`src/rtl/sensmon_pkg.sv`:
```
package sensmon_pkg;
    localparam int SAMPLE_W    = 12;
    localparam int REG_W       = 16;
    localparam int KIND_W      = 3;
    localparam int SD_FLAG_BIT = REG_W - 1;

    // Channel-field selectors used under the miscellaneous kind
    localparam int MISC_HYST   = 0;
    localparam int MISC_LIMIT  = 1;
    localparam int MISC_STATUS = 2;

    typedef logic [SAMPLE_W-1:0] sample_t;
    typedef logic [REG_W-1:0]    regword_t;

    typedef enum logic [KIND_W-1:0] {
        RK_LAST  = 3'd0,
        RK_PEAK  = 3'd1,
        RK_FLOOR = 3'd2,
        RK_HIGH  = 3'd3,
        RK_LOW   = 3'd4,
        RK_MISC  = 3'd5
    } reg_kind_e;

    typedef struct packed {
        sample_t high;
        sample_t low;
    } window_t;

    typedef struct packed {
        sample_t last;
        sample_t peak;
        sample_t floor;
    } history_t;

    localparam sample_t ALL_ONES = '1;
    localparam sample_t ALL_ZERO = '0;

    function automatic logic out_of_window(sample_t v, window_t w);
        return (v > w.high) || (v < w.low);
    endfunction

    function automatic regword_t widen(sample_t v);
        return regword_t'(v);
    endfunction
endpackage

```
`src/rtl/sm_chan_track.sv`:
```
module sm_chan_track
    import sensmon_pkg::*;
(
    input  logic     clk,
    input  logic     rst,
    input  logic     hit,
    input  sample_t  value,
    output history_t hist
);
    history_t hist_q;

    always_ff @(posedge clk) begin
        if (rst) begin
            hist_q.last  <= ALL_ZERO;
            hist_q.peak  <= ALL_ZERO;
            hist_q.floor <= ALL_ONES;
        end else if (hit) begin
            hist_q.last <= value;
            if (value > hist_q.peak)  hist_q.peak  <= value;
            if (value < hist_q.floor) hist_q.floor <= value;
        end
    end

    assign hist = hist_q;

    assert_last_capture_R1: assert property (@(posedge clk) disable iff (rst)
        hit |=> hist_q.last == $past(value));

    assert_extremes_bound_R3: assert property (@(posedge clk) disable iff (rst)
        hit |=> (hist_q.peak >= hist_q.last) && (hist_q.floor <= hist_q.last));

    assert_idle_hold_R4: assert property (@(posedge clk) disable iff (rst)
        !hit |=> $stable(hist_q));
endmodule

```
`src/rtl/sm_alarm_unit.sv`:
```
module sm_alarm_unit
    import sensmon_pkg::*;
#(
    parameter bit HYSTERETIC = 1'b0
) (
    input  logic    clk,
    input  logic    rst,
    input  logic    hit,
    input  sample_t value,
    input  window_t win,
    input  sample_t release_level,
    output logic    alarm
);
    logic alarm_q;

    generate
        if (HYSTERETIC) begin : g_temp
            logic unused_low;
            assign unused_low = ^win.low;

            always_ff @(posedge clk) begin
                if (rst)
                    alarm_q <= 1'b0;
                else if (hit) begin
                    if (value > win.high)
                        alarm_q <= 1'b1;
                    else if (value < release_level)
                        alarm_q <= 1'b0;
                end
            end

            assert_hyst_hold_R6: assert property (@(posedge clk) disable iff (rst)
                hit && (value >= release_level) && (value <= win.high)
                |=> alarm_q == $past(alarm_q));
        end else begin : g_supply
            logic unused_release;
            assign unused_release = ^release_level;

            always_ff @(posedge clk) begin
                if (rst)
                    alarm_q <= 1'b0;
                else if (hit)
                    alarm_q <= out_of_window(value, win);
            end

            assert_in_range_clear_R5: assert property (@(posedge clk) disable iff (rst)
                hit && (value <= win.high) && (value >= win.low) |=> !alarm_q);
        end
    endgenerate

    assign alarm = alarm_q;

    assert_quiet_hold_R5: assert property (@(posedge clk) disable iff (rst)
        !hit |=> $stable(alarm_q));
endmodule

```
`src/rtl/sm_cfg_regs.sv`:
```
module sm_cfg_regs
    import sensmon_pkg::*;
#(
    parameter int NUM_CH = 4,
    parameter int CH_W   = $clog2(NUM_CH)
) (
    input  logic                   clk,
    input  logic                   rst,
    input  logic                   wr_en,
    input  reg_kind_e              kind,
    input  logic [CH_W-1:0]        chan,
    input  regword_t               wdata,
    output window_t [NUM_CH-1:0]   win,
    output sample_t                hyst_level,
    output sample_t                sd_limit,
    output logic                   sd_clear
);
    window_t [NUM_CH-1:0] win_q;
    sample_t              hyst_q;
    sample_t              lim_q;
    logic                 chan_ok;
    sample_t              wval;
    logic                 unused_hi;

    assign chan_ok   = int'(chan) < NUM_CH;
    assign wval      = wdata[SAMPLE_W-1:0];
    assign unused_hi = ^wdata[SD_FLAG_BIT-1:SAMPLE_W];

    always_ff @(posedge clk) begin
        if (rst) begin
            for (int i = 0; i < NUM_CH; i++) begin
                win_q[i].high <= ALL_ONES;
                win_q[i].low  <= ALL_ZERO;
            end
            hyst_q <= ALL_ZERO;
            lim_q  <= ALL_ONES;
        end else if (wr_en) begin
            case (kind)
                RK_HIGH: if (chan_ok) win_q[chan].high <= wval;
                RK_LOW:  if (chan_ok) win_q[chan].low  <= wval;
                RK_MISC: begin
                    if (int'(chan) == MISC_HYST)  hyst_q <= wval;
                    if (int'(chan) == MISC_LIMIT) lim_q  <= wval;
                end
                default: ;
            endcase
        end
    end

    assign sd_clear   = wr_en && (kind == RK_MISC) && (int'(chan) == MISC_STATUS)
                        && wdata[SD_FLAG_BIT];
    assign win        = win_q;
    assign hyst_level = hyst_q;
    assign sd_limit   = lim_q;

    assert_cfg_hold_R10: assert property (@(posedge clk) disable iff (rst)
        !wr_en |=> $stable(win_q) && $stable(hyst_q) && $stable(lim_q));
endmodule

```
`src/rtl/sensmon_top.sv`:
```
module sensmon_top
    import sensmon_pkg::*;
#(
    parameter int NUM_CH  = 4,
    parameter int TEMP_CH = 0,
    parameter int CH_W    = $clog2(NUM_CH),
    parameter int ADDR_W  = KIND_W + CH_W
) (
    input  logic                clk,
    input  logic                rst,
    input  logic                smp_valid,
    input  logic [CH_W-1:0]     smp_chan,
    input  logic [SAMPLE_W-1:0] smp_value,
    input  logic                reg_we,
    input  logic [ADDR_W-1:0]   reg_addr,
    input  logic [REG_W-1:0]    reg_wdata,
    output logic [REG_W-1:0]    reg_rdata,
    output logic [NUM_CH-1:0]   alarm_o,
    output logic                shutdown_o
);
    reg_kind_e            addr_kind;
    logic [CH_W-1:0]      addr_chan;
    window_t [NUM_CH-1:0] win;
    sample_t              hyst_level;
    sample_t              sd_limit;
    logic                 sd_clear;
    history_t [NUM_CH-1:0] hist;
    logic [NUM_CH-1:0]    alarm;
    logic                 temp_trip;
    logic                 sd_q;

    assign addr_kind = reg_kind_e'(reg_addr[ADDR_W-1:CH_W]);
    assign addr_chan = reg_addr[CH_W-1:0];

    sm_cfg_regs #(.NUM_CH(NUM_CH), .CH_W(CH_W)) u_cfg (
        .clk        (clk),
        .rst        (rst),
        .wr_en      (reg_we),
        .kind       (addr_kind),
        .chan       (addr_chan),
        .wdata      (reg_wdata),
        .win        (win),
        .hyst_level (hyst_level),
        .sd_limit   (sd_limit),
        .sd_clear   (sd_clear)
    );

    generate
        for (genvar ch = 0; ch < NUM_CH; ch++) begin : g_ch
            logic hit;
            assign hit = smp_valid && (smp_chan == CH_W'(ch));

            sm_chan_track u_track (
                .clk   (clk),
                .rst   (rst),
                .hit   (hit),
                .value (smp_value),
                .hist  (hist[ch])
            );

            sm_alarm_unit #(.HYSTERETIC(ch == TEMP_CH)) u_alarm (
                .clk           (clk),
                .rst           (rst),
                .hit           (hit),
                .value         (smp_value),
                .win           (win[ch]),
                .release_level (hyst_level),
                .alarm         (alarm[ch])
            );
        end
    endgenerate

    assign temp_trip = smp_valid && (smp_chan == CH_W'(TEMP_CH)) && (smp_value > sd_limit);

    // Set has priority over the software clear
    always_ff @(posedge clk) begin
        if (rst)
            sd_q <= 1'b0;
        else if (temp_trip)
            sd_q <= 1'b1;
        else if (sd_clear)
            sd_q <= 1'b0;
    end

    always_comb begin
        reg_rdata = '0;
        case (addr_kind)
            RK_LAST:  if (int'(addr_chan) < NUM_CH) reg_rdata = widen(hist[addr_chan].last);
            RK_PEAK:  if (int'(addr_chan) < NUM_CH) reg_rdata = widen(hist[addr_chan].peak);
            RK_FLOOR: if (int'(addr_chan) < NUM_CH) reg_rdata = widen(hist[addr_chan].floor);
            RK_HIGH:  if (int'(addr_chan) < NUM_CH) reg_rdata = widen(win[addr_chan].high);
            RK_LOW:   if (int'(addr_chan) < NUM_CH) reg_rdata = widen(win[addr_chan].low);
            RK_MISC: begin
                if (int'(addr_chan) == MISC_HYST)  reg_rdata = widen(hyst_level);
                if (int'(addr_chan) == MISC_LIMIT) reg_rdata = widen(sd_limit);
                if (int'(addr_chan) == MISC_STATUS) begin
                    reg_rdata[NUM_CH-1:0]  = alarm;
                    reg_rdata[SD_FLAG_BIT] = sd_q;
                end
            end
            default: ;
        endcase
    end

    assign alarm_o    = alarm;
    assign shutdown_o = sd_q;

    assert_trip_latch_R7: assert property (@(posedge clk) disable iff (rst)
        temp_trip |=> shutdown_o);

    assert_sticky_R8: assert property (@(posedge clk) disable iff (rst)
        shutdown_o && !sd_clear |=> shutdown_o);

    assert_set_wins_R9: assert property (@(posedge clk) disable iff (rst)
        temp_trip && sd_clear |=> shutdown_o);

    assert_clear_drops_R8: assert property (@(posedge clk) disable iff (rst)
        sd_clear && !temp_trip |=> !shutdown_o);
endmodule

```
`config.mk`:
```
export PLATFORM = sky130hd
export DESIGN_NAME = sensmon_top
export DESIGN_NICKNAME = d
export VERILOG_FILES = /design/src/rtl/sensmon_pkg.sv /design/src/rtl/sm_chan_track.sv /design/src/rtl/sm_alarm_unit.sv /design/src/rtl/sm_cfg_regs.sv /design/src/rtl/sensmon_top.sv
export SDC_FILE = /design/constraint.sdc
export NUM_CORES = 1
export LEC_CHECK = 0
export BUFFER_PORTS_ARGS = -buffer_cell sky130_fd_sc_hd__buf_2
export CELL_PAD_IN_SITES_DETAIL_PLACEMENT = 1
export CELL_PAD_IN_SITES_GLOBAL_PLACEMENT = 1
export CORE_MARGIN = 5
export CORE_UTILIZATION = 35
export DETAILED_ROUTE_END_ITERATION = 7
export GPL_TIMING_DRIVEN = 0
export PLACE_DENSITY = 0.64
export SYNTH_ARGS = -nofsm -noshare
export SYNTH_HDL_FRONTEND = slang
export SYNTH_SLANG_ARGS = --single-unit
```
`constraint.sdc`:
```
create_clock -name clk -period 2.9 [get_ports clk]
set_clock_uncertainty 0.05 [all_clocks]
set_input_delay 0.29 -clock clk [delete_from_list [all_inputs] [get_ports clk]]
set_output_delay 0.29 -clock clk [all_outputs]
set_load 0.01 [all_outputs]
```
==> results.rst <==
.. list-table::
   :header-rows: 1

   * - Metric
     - Value
   * - Wire length per cell after detailed routing
     - 24.8 um
   * - Max frequency
     - 346 MHz
   * - Count of input and output buffers
     - 39
   * - Top-count cell post-synth
     - sky130_fd_sc_hd__dfxtp_1
   * - Number of antenna violations at the first check in global routing
     - 3
   * - Maximum clock insertion buffer count
     - 3
   * - Mapped Cells
     - 1879
   * - Core Rows
     - 80
   * - Worst min path class
     - primary input to flip-flop
   * - Sequential Power Share
     - 39.7%
   * - Clock insertion delay at the later pin of the skew report
     - 550 ps
   * - Worst Path Max Fanout
     - 10
   * - Die width
     - 229 um
   * - Layout Area Growth over Synthesis
     - 13.6%
   * - Transition time of the tightest slew-check pin
     - 1080 ps
   * - Metal2 WL
     - 29.9 mm
   * - Critical path data required time
     - 2560 ps
   * - CTS tree
     - yes
   * - Synth top area share
     - 32.2%
   * - Startpoint type of the worst setup path
     - primary input
   * - Total clock sinks
     - 269
   * - Leading post-synthesis cells by cell area
     - sky130_fd_sc_hd__dfxtp_1, sky130_fd_sc_hd__ha_1, sky130_fd_sc_hd__mux2i_1, sky130_fd_sc_hd__mux4_2, sky130_fd_sc_hd__nor2_1
   * - Internal power summed over all cells
     - 0.00703 W
   * - CTS root buffer
     - sky130_fd_sc_hd__clkbuf_16
   * - Max-capacitance violation count
     - 0
   * - Combined global-route utilization of all metal layers
     - 24.2%
   * - Yosys top cell by area
     - sky130_fd_sc_hd__dfxtp_1
   * - Clock Power Share
     - 46.8%
   * - Final Core Density
     - 40.0%
   * - Initial DRC count
     - 843
   * - Crit. End Element
     - output port
   * - Combinational cell fraction of total power
     - 13.5%
   * - Sequential-to-total area share from yosys stat
     - 32.2%
   * - Dominant register cell in the synthesized netlist
     - sky130_fd_sc_hd__dfxtp_1
   * - Number of nets with antenna violations after routing
     - 0
   * - Final worst-path cycle share
     - 99.7%
   * - Headroom to the max-slew limit
     - 27.8%
   * - # nets final
     - 2192
   * - Leading post-synthesis cells by instance count
     - sky130_fd_sc_hd__dfxtp_1, sky130_fd_sc_hd__nor2_1, sky130_fd_sc_hd__ha_1
   * - Via count of the first global-routing pass
     - 15300
   * - Number of stages on the worst hold path
     - 4
   * - Met3 wire len
     - 3.40 mm
   * - Critical setup path kind
     - primary input to output port
   * - Initial standard-cell utilization of the core
     - 35.2%
   * - Maximum number of pins on one net before global-route repair
     - 19
   * - Minimum clock period after layout
     - 2890 ps
   * - DRC violation count after routing
     - 0
   * - Die H
     - 229 um
   * - Hold Worst Slack
     - 132 ps
   * - Avg Cell Area, Syn
     - 8.91 um2
   * - Overflow left after global routing
     - 0
   * - Hold-fix buffers, CTS
     - 0
   * - Wl on met1
     - 28.7 mm
   * - Final count of hold timing violations
     - 0
   * - Number of buffers added by the clock tree synthesis step
     - 35
   * - Via density per instance
     - 5.53
   * - Setup slack of the worst register-to-register path
     - 330 ps
   * - Global-route wire length before repair
     - 96.1 mm
   * - Post-Route WL
     - 64.5 mm
   * - R2r endpoint
     - g_ch[2].u_track.hist[4]
   * - Share of final-layout standard cells stronger than drive strength 1
     - 11.2%
   * - Clock-pin transition on the worst setup and hold timing paths
     - 60 ps
   * - R2r startpoint
     - g_ch[2].u_track.hist[1]
   * - Highest metal used
     - met5
   * - Post-synth cell types
     - 68
   * - Core outline area
     - 47500 um2
   * - Switching power
     - 0.00268 W
   * - Floorplan die area
     - 52300 um2
   * - Post-Route Setup TNS
     - 0 ps
   * - FF-to-FF path depth
     - 8
   * - Max-slew violation count
     - 0
   * - Launch instance of the worst min-delay path
     - rst
   * - Leakage component of the power
     - 8.37 nW
   * - Hold EP
     - g_ch[0].u_alarm.alarm
   * - Fraction of synthesis flops using an asynchronous set or reset pin
     - 0%
   * - Netlist area before placement
     - 16700 um2
   * - PD cells
     - 511 nW/um2
   * - CP arrival
     - 2550 ps
   * - Drt pass-1 iters
     - 5
   * - Setup-failing EPs final
     - 0
   * - H-tree levels
     - 2
   * - Count of synthesis-stage warnings from yosys
     - 0
   * - Flip-flop and latch count after synthesis
     - 269
   * - RD Place Congestion
     - 0.898
   * - HPWL after detailed placement
     - 48.0 mm
   * - Status
     - complete, no violations
   * - Switching portion of total power
     - 27.6%
   * - Maximum vdd drop
     - 0.000343 V
   * - Number of enable-type register cells in the synthesized netlist
     - 0
   * - Top Ports
     - 60
   * - Via count of the routed design
     - 14400
==> critical path, cell delays in order <==
cell	delay, ps
sky130_fd_sc_hd__buf_2	230
sky130_fd_sc_hd__buf_6	260
sky130_fd_sc_hd__buf_4	280
sky130_fd_sc_hd__mux4_2	390
sky130_fd_sc_hd__mux2i_2	270
sky130_fd_sc_hd__nor2_1	100
sky130_fd_sc_hd__a211oi_2	400
sky130_fd_sc_hd__o22ai_1	150
sky130_fd_sc_hd__buf_2	180
==> per-stage QoR <==
step	setup slack, ps	std cells	cell area [um2]	total power [W]
final	7.71	2598	19000	0.00971
after global routing	-1.32	2595	19000	0.0101
after CTS	15.6	2595	18900	0.00978
after detailed placement	-430	2535	17700	0.00522
after global placement	-422	2535	17700	0.00517
after floorplan	710	1881	16800	0.00469
==> placed cells by master, fill, tap and decap left out, drive strengths merged, types with 26 or more instances in the layout <==
cell type / instances
nor2: 242
buf: 83
mux4: 60
a21oi: 128
nand2: 170
a21o: 26
a211o: 53
nand3: 26
ha: 196
mux2i: 173
inv: 193
nand4: 27
o21ai: 31
clkbuf: 134
dfxtp: 269
==> routing by layer <==
| layer | vias to the layer above | global-route usage, % |
|---|---|---|
| met4 | 2 | 8.83 |
| met2 | 350 | 40.1 |
| met5 | - | 0 |
| met1 | 7180 | 31.6 |
| li1 | 6715 | - |
| met3 | 129 | 4.46 |
==> power by group through the flow <==
stage	clock network (W)	logic (W)	registers (W)
global route	0.00479	0.00143	0.00387
detailed placement	0	0.00128	0.00394
floorplan	0	0.000783	0.00391
CTS	0.00462	0.00130	0.00386
global placement	0	0.00123	0.00393
finish	0.00454	0.00131	0.00386
==> sequential cells by signal (all words and copies together), names as in the netlist <==
name,count
g_ch.u_alarm.alarm,4
g_ch.u_track.hist,144
shutdown_o,1
u_cfg.hyst_level,12
u_cfg.sd_limit,12
u_cfg.win,96
==> cell families (layout without fill, tap and decap cells) <==
family,count (synthesis),in the layout,synth area share (%)
AND/OR/NAND/NOR,547,547,14.5
multiplexers,234,234,18.5
other,1,6,0.0224
AO/OA/AOI/OAI,314,314,12.5
buffers and inverters,318,417,7.76
adder cells (fa/ha/maj),196,196,14.6
flip-flops,269,269,32.2
==> area by class of cell <==
cell class	instances	area, um2
fillers	5532	28500
multi-input cells	1294	10100
flip-flops and latches	269	5390
clock buffers	54	1070
well taps	615	769
inverters	194	728
plain buffers	124	608
repair buffers	39	195
clock inverters	6	105
diodes	3	7.51
==> timing repair <==
| action | in CTS | in global routing |
|---|---|---|
| resized for setup | 14 | 15 |
| buffers inserted | 0 | 0 |
| endpoints found under the hold margin | 0 | 0 |
| pin swaps | 0 | 4 |
| endpoints found under the setup margin | 12 | 9 |
==> how the worst max path moves through the flow <==
stage / endpoint / slack (ps) / from / depth (start not counted)
after floorplan: g_ch[0].u_track.hist[13] / 710 / smp_value[0] / 10
after global placement: reg_rdata[6] / -420 / reg_addr[1] / 9
after detailed placement: reg_rdata[5] / -430 / reg_addr[0] / 9
after CTS: reg_rdata[6] / 20 / reg_addr[1] / 9
after global routing: reg_rdata[6] / -1 / reg_addr[1] / 9
final: reg_rdata[7] / 8 / reg_addr[1] / 9
No activity file was read; power rests on OpenSTA's default activity.
